File: src/rtl/arith8_pkg.sv
// Package: shared mode type and opcode bit positions for the arithmetic unit.
// Assumes an opcode of at least five bits; only bits 0 and 4 carry meaning.
package arith8_pkg;
    localparam int OPC_W        = 5;
    localparam int OPC_SEL_BIT  = 0;
    localparam int OPC_ARITH_BIT = 4;

    typedef enum logic [1:0] {
        MODE_ADD  = 2'd0,
        MODE_SUB  = 2'd1,
        MODE_MUL  = 2'd2,
        MODE_IDLE = 2'd3
    } mode_t;
endpackage

File: src/rtl/arith8_decode.sv
// Decodes the opcode into one of four modes.
// Assumes bits other than the select and arithmetic bits are don't-care.
module arith8_decode
    import arith8_pkg::*;
(
    input  logic [OPC_W-1:0] opc,
    output mode_t            mode
);
    logic unused_opc_bits;
    assign unused_opc_bits = ^opc[OPC_ARITH_BIT-1:OPC_SEL_BIT+1];

    // Purpose: map the two meaningful opcode bits onto a mode.
    always_comb begin
        unique case ({opc[OPC_ARITH_BIT], opc[OPC_SEL_BIT]})
            2'b10:   mode = MODE_ADD;
            2'b11:   mode = MODE_SUB;
            2'b00:   mode = MODE_MUL;
            default: mode = MODE_IDLE;
        endcase
    end
endmodule

File: src/rtl/arith8_adder.sv
// Ripple-carry adder shared by every mode. With sub high it inverts y and
// injects a carry of 1, so it forms x - y. Overflow is the carry into the MSB
// XOR the carry out of it.
// Assumes W >= 2.
module arith8_adder #(
    parameter int W = 8
) (
    input  logic [W-1:0] x,
    input  logic [W-1:0] y,
    input  logic         sub,
    output logic [W-1:0] sum,
    output logic         cout,
    output logic         ovf
);
    logic [W:0]   c;
    logic [W-1:0] yb;

    assign c[0] = sub;
    assign yb   = y ^ {W{sub}};

    for (genvar i = 0; i < W; i++) begin : g_bit
        // Purpose: one full-adder cell of the chain.
        assign sum[i]  = x[i] ^ yb[i] ^ c[i];
        assign c[i+1]  = (x[i] & yb[i]) | (c[i] & (x[i] ^ yb[i]));
    end

    assign cout = c[W];
    assign ovf  = c[W] ^ c[W-1];
endmodule

File: src/rtl/arith8_mulseq.sv
// Shift-and-add multiply sequencer. It holds the product, the multiplicand,
// the shifting multiplier and a step count. It feeds the upper product half
// and the gated multiplicand to the shared adder. Each enabled step stores
// {carry, sum, low half >> 1}.
// Assumes the adder is in add mode whenever step_en is high.
module arith8_mulseq #(
    parameter int W = 8
) (
    input  logic           clk,
    input  logic           rst_n,
    input  logic           load,
    input  logic           step_en,
    input  logic [W-1:0]   a,
    input  logic [W-1:0]   b,
    input  logic [W-1:0]   add_sum,
    input  logic           add_cout,
    output logic [W-1:0]   add_x,
    output logic [W-1:0]   add_y,
    output logic [2*W-1:0] product,
    output logic           done
);
    localparam int CNT_W = $clog2(W + 1);
    localparam logic [CNT_W-1:0] LAST = CNT_W'(W);

    logic [2*W-1:0] acc_q;
    logic [W-1:0]   mcand_q;
    logic [W-1:0]   mplier_q;
    logic [CNT_W-1:0] cnt_q;

    assign done    = (cnt_q == LAST);
    assign product = acc_q;
    assign add_x   = acc_q[2*W-1:W];
    assign add_y   = mplier_q[0] ? mcand_q : '0;

    // Purpose: reset, load, or advance one shift-and-add step.
    always_ff @(posedge clk) begin
        if (!rst_n) begin
            acc_q    <= '0;
            mcand_q  <= '0;
            mplier_q <= '0;
            cnt_q    <= '0;
        end else if (load) begin
            acc_q    <= '0;
            mcand_q  <= a;
            mplier_q <= b;
            cnt_q    <= '0;
        end else if (step_en && !done) begin
            acc_q    <= {add_cout, add_sum, acc_q[W-1:1]};
            mplier_q <= mplier_q >> 1;
            cnt_q    <= cnt_q + 1'b1;
        end
    end
endmodule

File: src/rtl/arith8_outgate.sv
// Selects the result for the current mode and gates it onto the bus.
// Flags are valid in add/subtract only. The bus is zero while disabled.
module arith8_outgate
    import arith8_pkg::*;
#(
    parameter int W = 8
) (
    input  mode_t          mode,
    input  logic           out_en,
    input  logic [W-1:0]   sum,
    input  logic           cout,
    input  logic           ovf_in,
    input  logic [2*W-1:0] product,
    output logic [2*W-1:0] result,
    output logic           carry,
    output logic           ovf
);
    logic [2*W-1:0] sel;

    // Purpose: pick the value and the flags for the active mode.
    always_comb begin
        sel   = '0;
        carry = 1'b0;
        ovf   = 1'b0;
        unique case (mode)
            MODE_ADD, MODE_SUB: begin
                sel   = {{W{1'b0}}, sum};
                carry = cout;
                ovf   = ovf_in;
            end
            MODE_MUL: sel = product;
            default:  sel = '0;
        endcase
    end

    assign result = out_en ? sel : '0;
endmodule

File: src/rtl/arith8_unit.sv
// Top level: decoder, shared adder, multiply sequencer and output gate.
// Assumes synchronous reset and load, and one rising-edge clock.
module arith8_unit
    import arith8_pkg::*;
#(
    parameter int W = 8
) (
    input  logic             clk,
    input  logic             rst_n,
    input  logic [OPC_W-1:0] opc,
    input  logic [W-1:0]     a,
    input  logic [W-1:0]     b,
    input  logic             mul_load,
    input  logic             out_en,
    output logic [2*W-1:0]   result,
    output logic             carry,
    output logic             ovf,
    output logic             done
);
    mode_t          mode;
    logic [W-1:0]   add_x, add_y, sum, mx, my;
    logic           add_sub, cout, ovf_raw;
    logic [2*W-1:0] product;

    arith8_decode u_decode (.opc(opc), .mode(mode));

    // Purpose: steer the shared adder's operands for the active mode.
    always_comb begin
        add_x   = '0;
        add_y   = '0;
        add_sub = 1'b0;
        unique case (mode)
            MODE_ADD: begin add_x = a;  add_y = b; end
            MODE_SUB: begin add_x = a;  add_y = b; add_sub = 1'b1; end
            MODE_MUL: begin add_x = mx; add_y = my; end
            default:  begin add_x = '0; add_y = '0; end
        endcase
    end

    arith8_adder #(.W(W)) u_adder (
        .x(add_x), .y(add_y), .sub(add_sub),
        .sum(sum), .cout(cout), .ovf(ovf_raw)
    );

    arith8_mulseq #(.W(W)) u_mulseq (
        .clk(clk), .rst_n(rst_n), .load(mul_load),
        .step_en(mode == MODE_MUL),
        .a(a), .b(b), .add_sum(sum), .add_cout(cout),
        .add_x(mx), .add_y(my), .product(product), .done(done)
    );

    arith8_outgate #(.W(W)) u_outgate (
        .mode(mode), .out_en(out_en), .sum(sum), .cout(cout),
        .ovf_in(ovf_raw), .product(product),
        .result(result), .carry(carry), .ovf(ovf)
    );
endmodule

File: config.mk
export PLATFORM = sky130hd
export DESIGN_NAME = arith8_unit
export DESIGN_NICKNAME = d
export VERILOG_FILES = /design/src/rtl/arith8_pkg.sv /design/src/rtl/arith8_decode.sv /design/src/rtl/arith8_adder.sv /design/src/rtl/arith8_mulseq.sv /design/src/rtl/arith8_outgate.sv /design/src/rtl/arith8_unit.sv
export SDC_FILE = /design/constraint.sdc
export NUM_CORES = 1
export LEC_CHECK = 0
export ABC_AREA = 1
export BUFFER_PORTS_ARGS = -buffer_cell sky130_fd_sc_hd__buf_2
export CORE_ASPECT_RATIO = 1.1
export CORE_MARGIN = 4
export CORE_UTILIZATION = 35
export CTS_BUF_LIST = sky130_fd_sc_hd__clkbuf_8
export DETAILED_ROUTE_END_ITERATION = 10
export GPL_ROUTABILITY_DRIVEN = 0
export PLACE_DENSITY_LB_ADDON = 0.2
export SETUP_SLACK_MARGIN = 0.4
export SYNTH_ARGS = -nofsm -noshare
export SYNTH_HDL_FRONTEND = slang
export SYNTH_SLANG_ARGS = --single-unit
File: constraint.sdc
create_clock -name clk -period 5.5 [get_ports clk]
set_input_delay 0.275 -clock clk [delete_from_list [all_inputs] [get_ports clk]]
set_output_delay 0.275 -clock clk [all_outputs]
set_load 0.01 [all_outputs]
==> results.py <==
metrics = {
    "die": {
        "start_util": 0.370,
        "rows": 28,
        "die_w_um": 81.0,
        "die_y_um": 88.3,
        "dieArea_um2": 7150,
        "core_um2": 5540,
        "ios": 44,
    },
    "finish": {
        "fin_nets": 352,
        "layout.cells.most_common": "nand2_1",
        "post-route-util": 0.425,
        "finalNonFillerCells": 394,
        "final-seq-area_um2": 721,
        "area_growth_pct": 14.7,
        "fillCellCount": 633,
        "layout_common_cells": "49 x nand2_1, 40 x buf_2, 38 x nor2_1",
        "n_antenna_cell": 0,
        "multiInputGateArea_um2": 1120,
        "final_layout_size_suffix_gt1_frac": 0.185,
    },
    "min_path": {
        "min_to": "u_mulseq.mcand_q[7]",
        "hp-class": "in2reg",
        "min_path_cells": 3,
        "hold_start": "a[7]",
    },
    "sta": {
        "fin_skew_ns": 0.00383,
        "final-hold-violation-count": 0,
        "worst_slack_ns": 0.854,
        "rsz0062_at_grt": "false",
        "tightestPinTransition_ns": 1.11,
        "post-route-period-util": 0.845,
        "finalCriticalPeriod_ns": 4.65,
        "fin_tns_setup_ns": 0,
        "whs_ns": 0.242,
        "setup_viol": 0,
        "fmax_mhz": 215,
        "drv_slew": 0,
        "relSlewSlack": 0.259,
    },
    "outcome": {
        "status": "complete, no violations",
    },
    "critical_path": {
        "worst_ep_arrival_time_ns": 4.37,
        "critical_path_class": "in2out",
        "r2r_start": "u_mulseq.mplier_q[0]",
        "r2r_slack_ns": 1.45,
        "critPathLaunchType": "input pin",
        "crit_family": "adder cells",
        "r2r_end": "u_mulseq.product[14]",
        "cpMostUsedCell": "fa_1",
        "critPathBufInv": 5,
        "crit_path_end_kind": "output pin",
        "r2r_cells": 17,
        "cpMaxStageDelayCell": "fa_1",
        "cp_slowest_stage_delay_ns": 0.44,
        "crit_path_max_fanout": 28,
        "path_cells": "buf_2 > nor2_8 > a32oi_1 > xnor2_1 > fa_1 > fa_1 > fa_1 > fa_1 > fa_1 > inv_1 > fa_1 > inv_1 > fa_1 > inv_1 > nand2_1 > a21oi_1 > buf_2",
        "cp.required_ns": 5.22,
    },
    "synth": {
        "ys_types": 29,
        "syn-cell-area_um2": 2050,
        "synthesis.nets": 319,
        "avgSynthCellArea_um2": 7.19,
        "syn_inst": 285,
        "ys_seq_area_frac": 0.352,
        "ys_seq_elements": 36,
        "ys_warn_count": 0,
    },
    "clock_network": {
        "cts_hold_buf": 0,
        "cts-resized-gates": 0,
        "tritoncts.num_buffers": 5,
        "clock_path_buffers": 2,
        "post_cts_buffers": 0,
        "h-tree-depth": 2,
        "clock-sinks": 36,
        "clk_latency_ns": 0.28,
        "cts_tree": "built",
        "cts_root_buf": "clkbuf_8",
        "clkSlewWorstSetupHoldPaths_ns": 0.07,
    },
    "placement": {
        "hpwl_um": 3620,
        "io_buffers": 40,
        "pre_cts_slack_ns": 0.813,
        "dp_cells": 386,
    },
    "route": {
        "vias_per_cell": 4.81,
        "vias": 1896,
        "drt_pass1_iterations": 5,
        "first_iter_violations": 113,
        "drcViolationCount": 0,
        "ant_nets": 0,
        "wl_per_cell_um": 12.8,
        "totalWireLength_um": 5040,
    },
    "power": {
        "p_leak_nw": 1.00,
        "vdd_ir_drop_max_mv": 0.129,
        "power_density_nw_per_um2": 249,
    },
    "grt": {
        "grt_pass1_wl_um": 8410,
        "overflow": 0,
        "grt_max_degree": 29,
        "antenna_found_initial": 0,
        "grt_util_all_layers": 0.151,
        "grt_pass1_vias": 1733,
    },
    "job": {
        "maxCapViolCount": 0,
    },
}
==> synthesized netlist by cell type <==
cell,number,area (um^2)
o22ai_1,2,12.5
buf_4,1,7.51
buf_6,3,33.8
a21oi_1,23,115
a31oi_1,7,43.8
clkinv_1,1,3.75
or2_2,3,18.8
nor2_4,1,11.3
inv_2,2,7.51
a21boi_0,1,7.51
xnor2_1,5,43.8
nand2_2,1,6.26
nand2_1,49,184
clkbuf_1,3,11.3
dfxtp_1,36,721
nor2_1,38,143
nor2_8,1,20.0
nand3_1,19,95.1
nor3_1,4,20.0
ha_1,2,25.0
buf_2,8,40.0
nand2_4,1,11.3
a32oi_1,1,8.76
a22oi_1,6,45.0
inv_1,25,93.8
fa_1,7,140
xor2_1,1,8.76
inv_4,1,6.26
o21ai_0,33,165
==> tightest hold or removal path, delay by kind of cell <==
kind	cells	cell delay (ns)
and+or+nand+nor	2	0.12
buffers and inverters	1	0.09
==> layout make-up <==
class / instances / area share
clock buffers: 6 / 0.0351
clock inverters: 2 / 0.00426
inverters: 29 / 0.0474
multi-input cells: 205 / 0.478
flip-flops and latches: 36 / 0.307
well taps: 75 / 0.0399
repair buffers: 41 / 0.0883
==> where the power goes <==
group | switching, mW | internal (mW)
Combinational | 0.0708 | 0.0425
Sequential | 0.00697 | 0.273
Clock | 0.0922 | 0.0999
Total | 0.170 | 0.415
==> cell families (layout without fill, tap and decap cells) <==
logic type               Yosys count  in the layout  share of synthesized area
AO/OA/AOI/OAI                     73             73                      0.194
XOR/XNOR                           6              6                     0.0256
adder cells (fa/ha/maj)            9              9                     0.0806
buffers and inverters             44             78                     0.0995
flip-flops                        36             36                      0.352
AND/OR/NAND/NOR                  117            117                      0.248
==> worst max path at each step <==
stage	from	endpoint	slack, ns	cells after the start
final	opc[0]	result[7]	0.85	17
after global routing	opc[0]	result[7]	0.57	18
after CTS	opc[0]	result[7]	0.81	17
after detailed placement	opc[0]	result[7]	0.81	17
after global placement	opc[0]	result[7]	0.83	17
after floorplan	opc[0]	result[7]	1.37	16
==> metal layers <==
metal | global-route usage | share of wire | vias to the layer above
li1 | - | - | 996
met4 | 0.0369 | 0.0068 | 0
met5 | 0 | 0 | -
met1 | 0.215 | 0.49 | 847
met3 | 0.0336 | 0.060 | 4
met2 | 0.235 | 0.44 | 49
==> stage by stage <==
stage	instance area, um^2	power, mW
3_5_place_dp	2260	0.399
3_3_place_gp	2260	0.398
5_1_grt	2350	0.625
2_1_floorplan	2050	0.366
4_1_cts	2350	0.591
6_report	2350	0.585
==> sequential cells by signal, summed over array words and instances (netlist names) <==
register and count:
u_mulseq.mcand_q 8, u_mulseq.product 16, u_mulseq.cnt_q 4, u_mulseq.mplier_q 8
No activity file was read; power rests on OpenSTA's default activity.
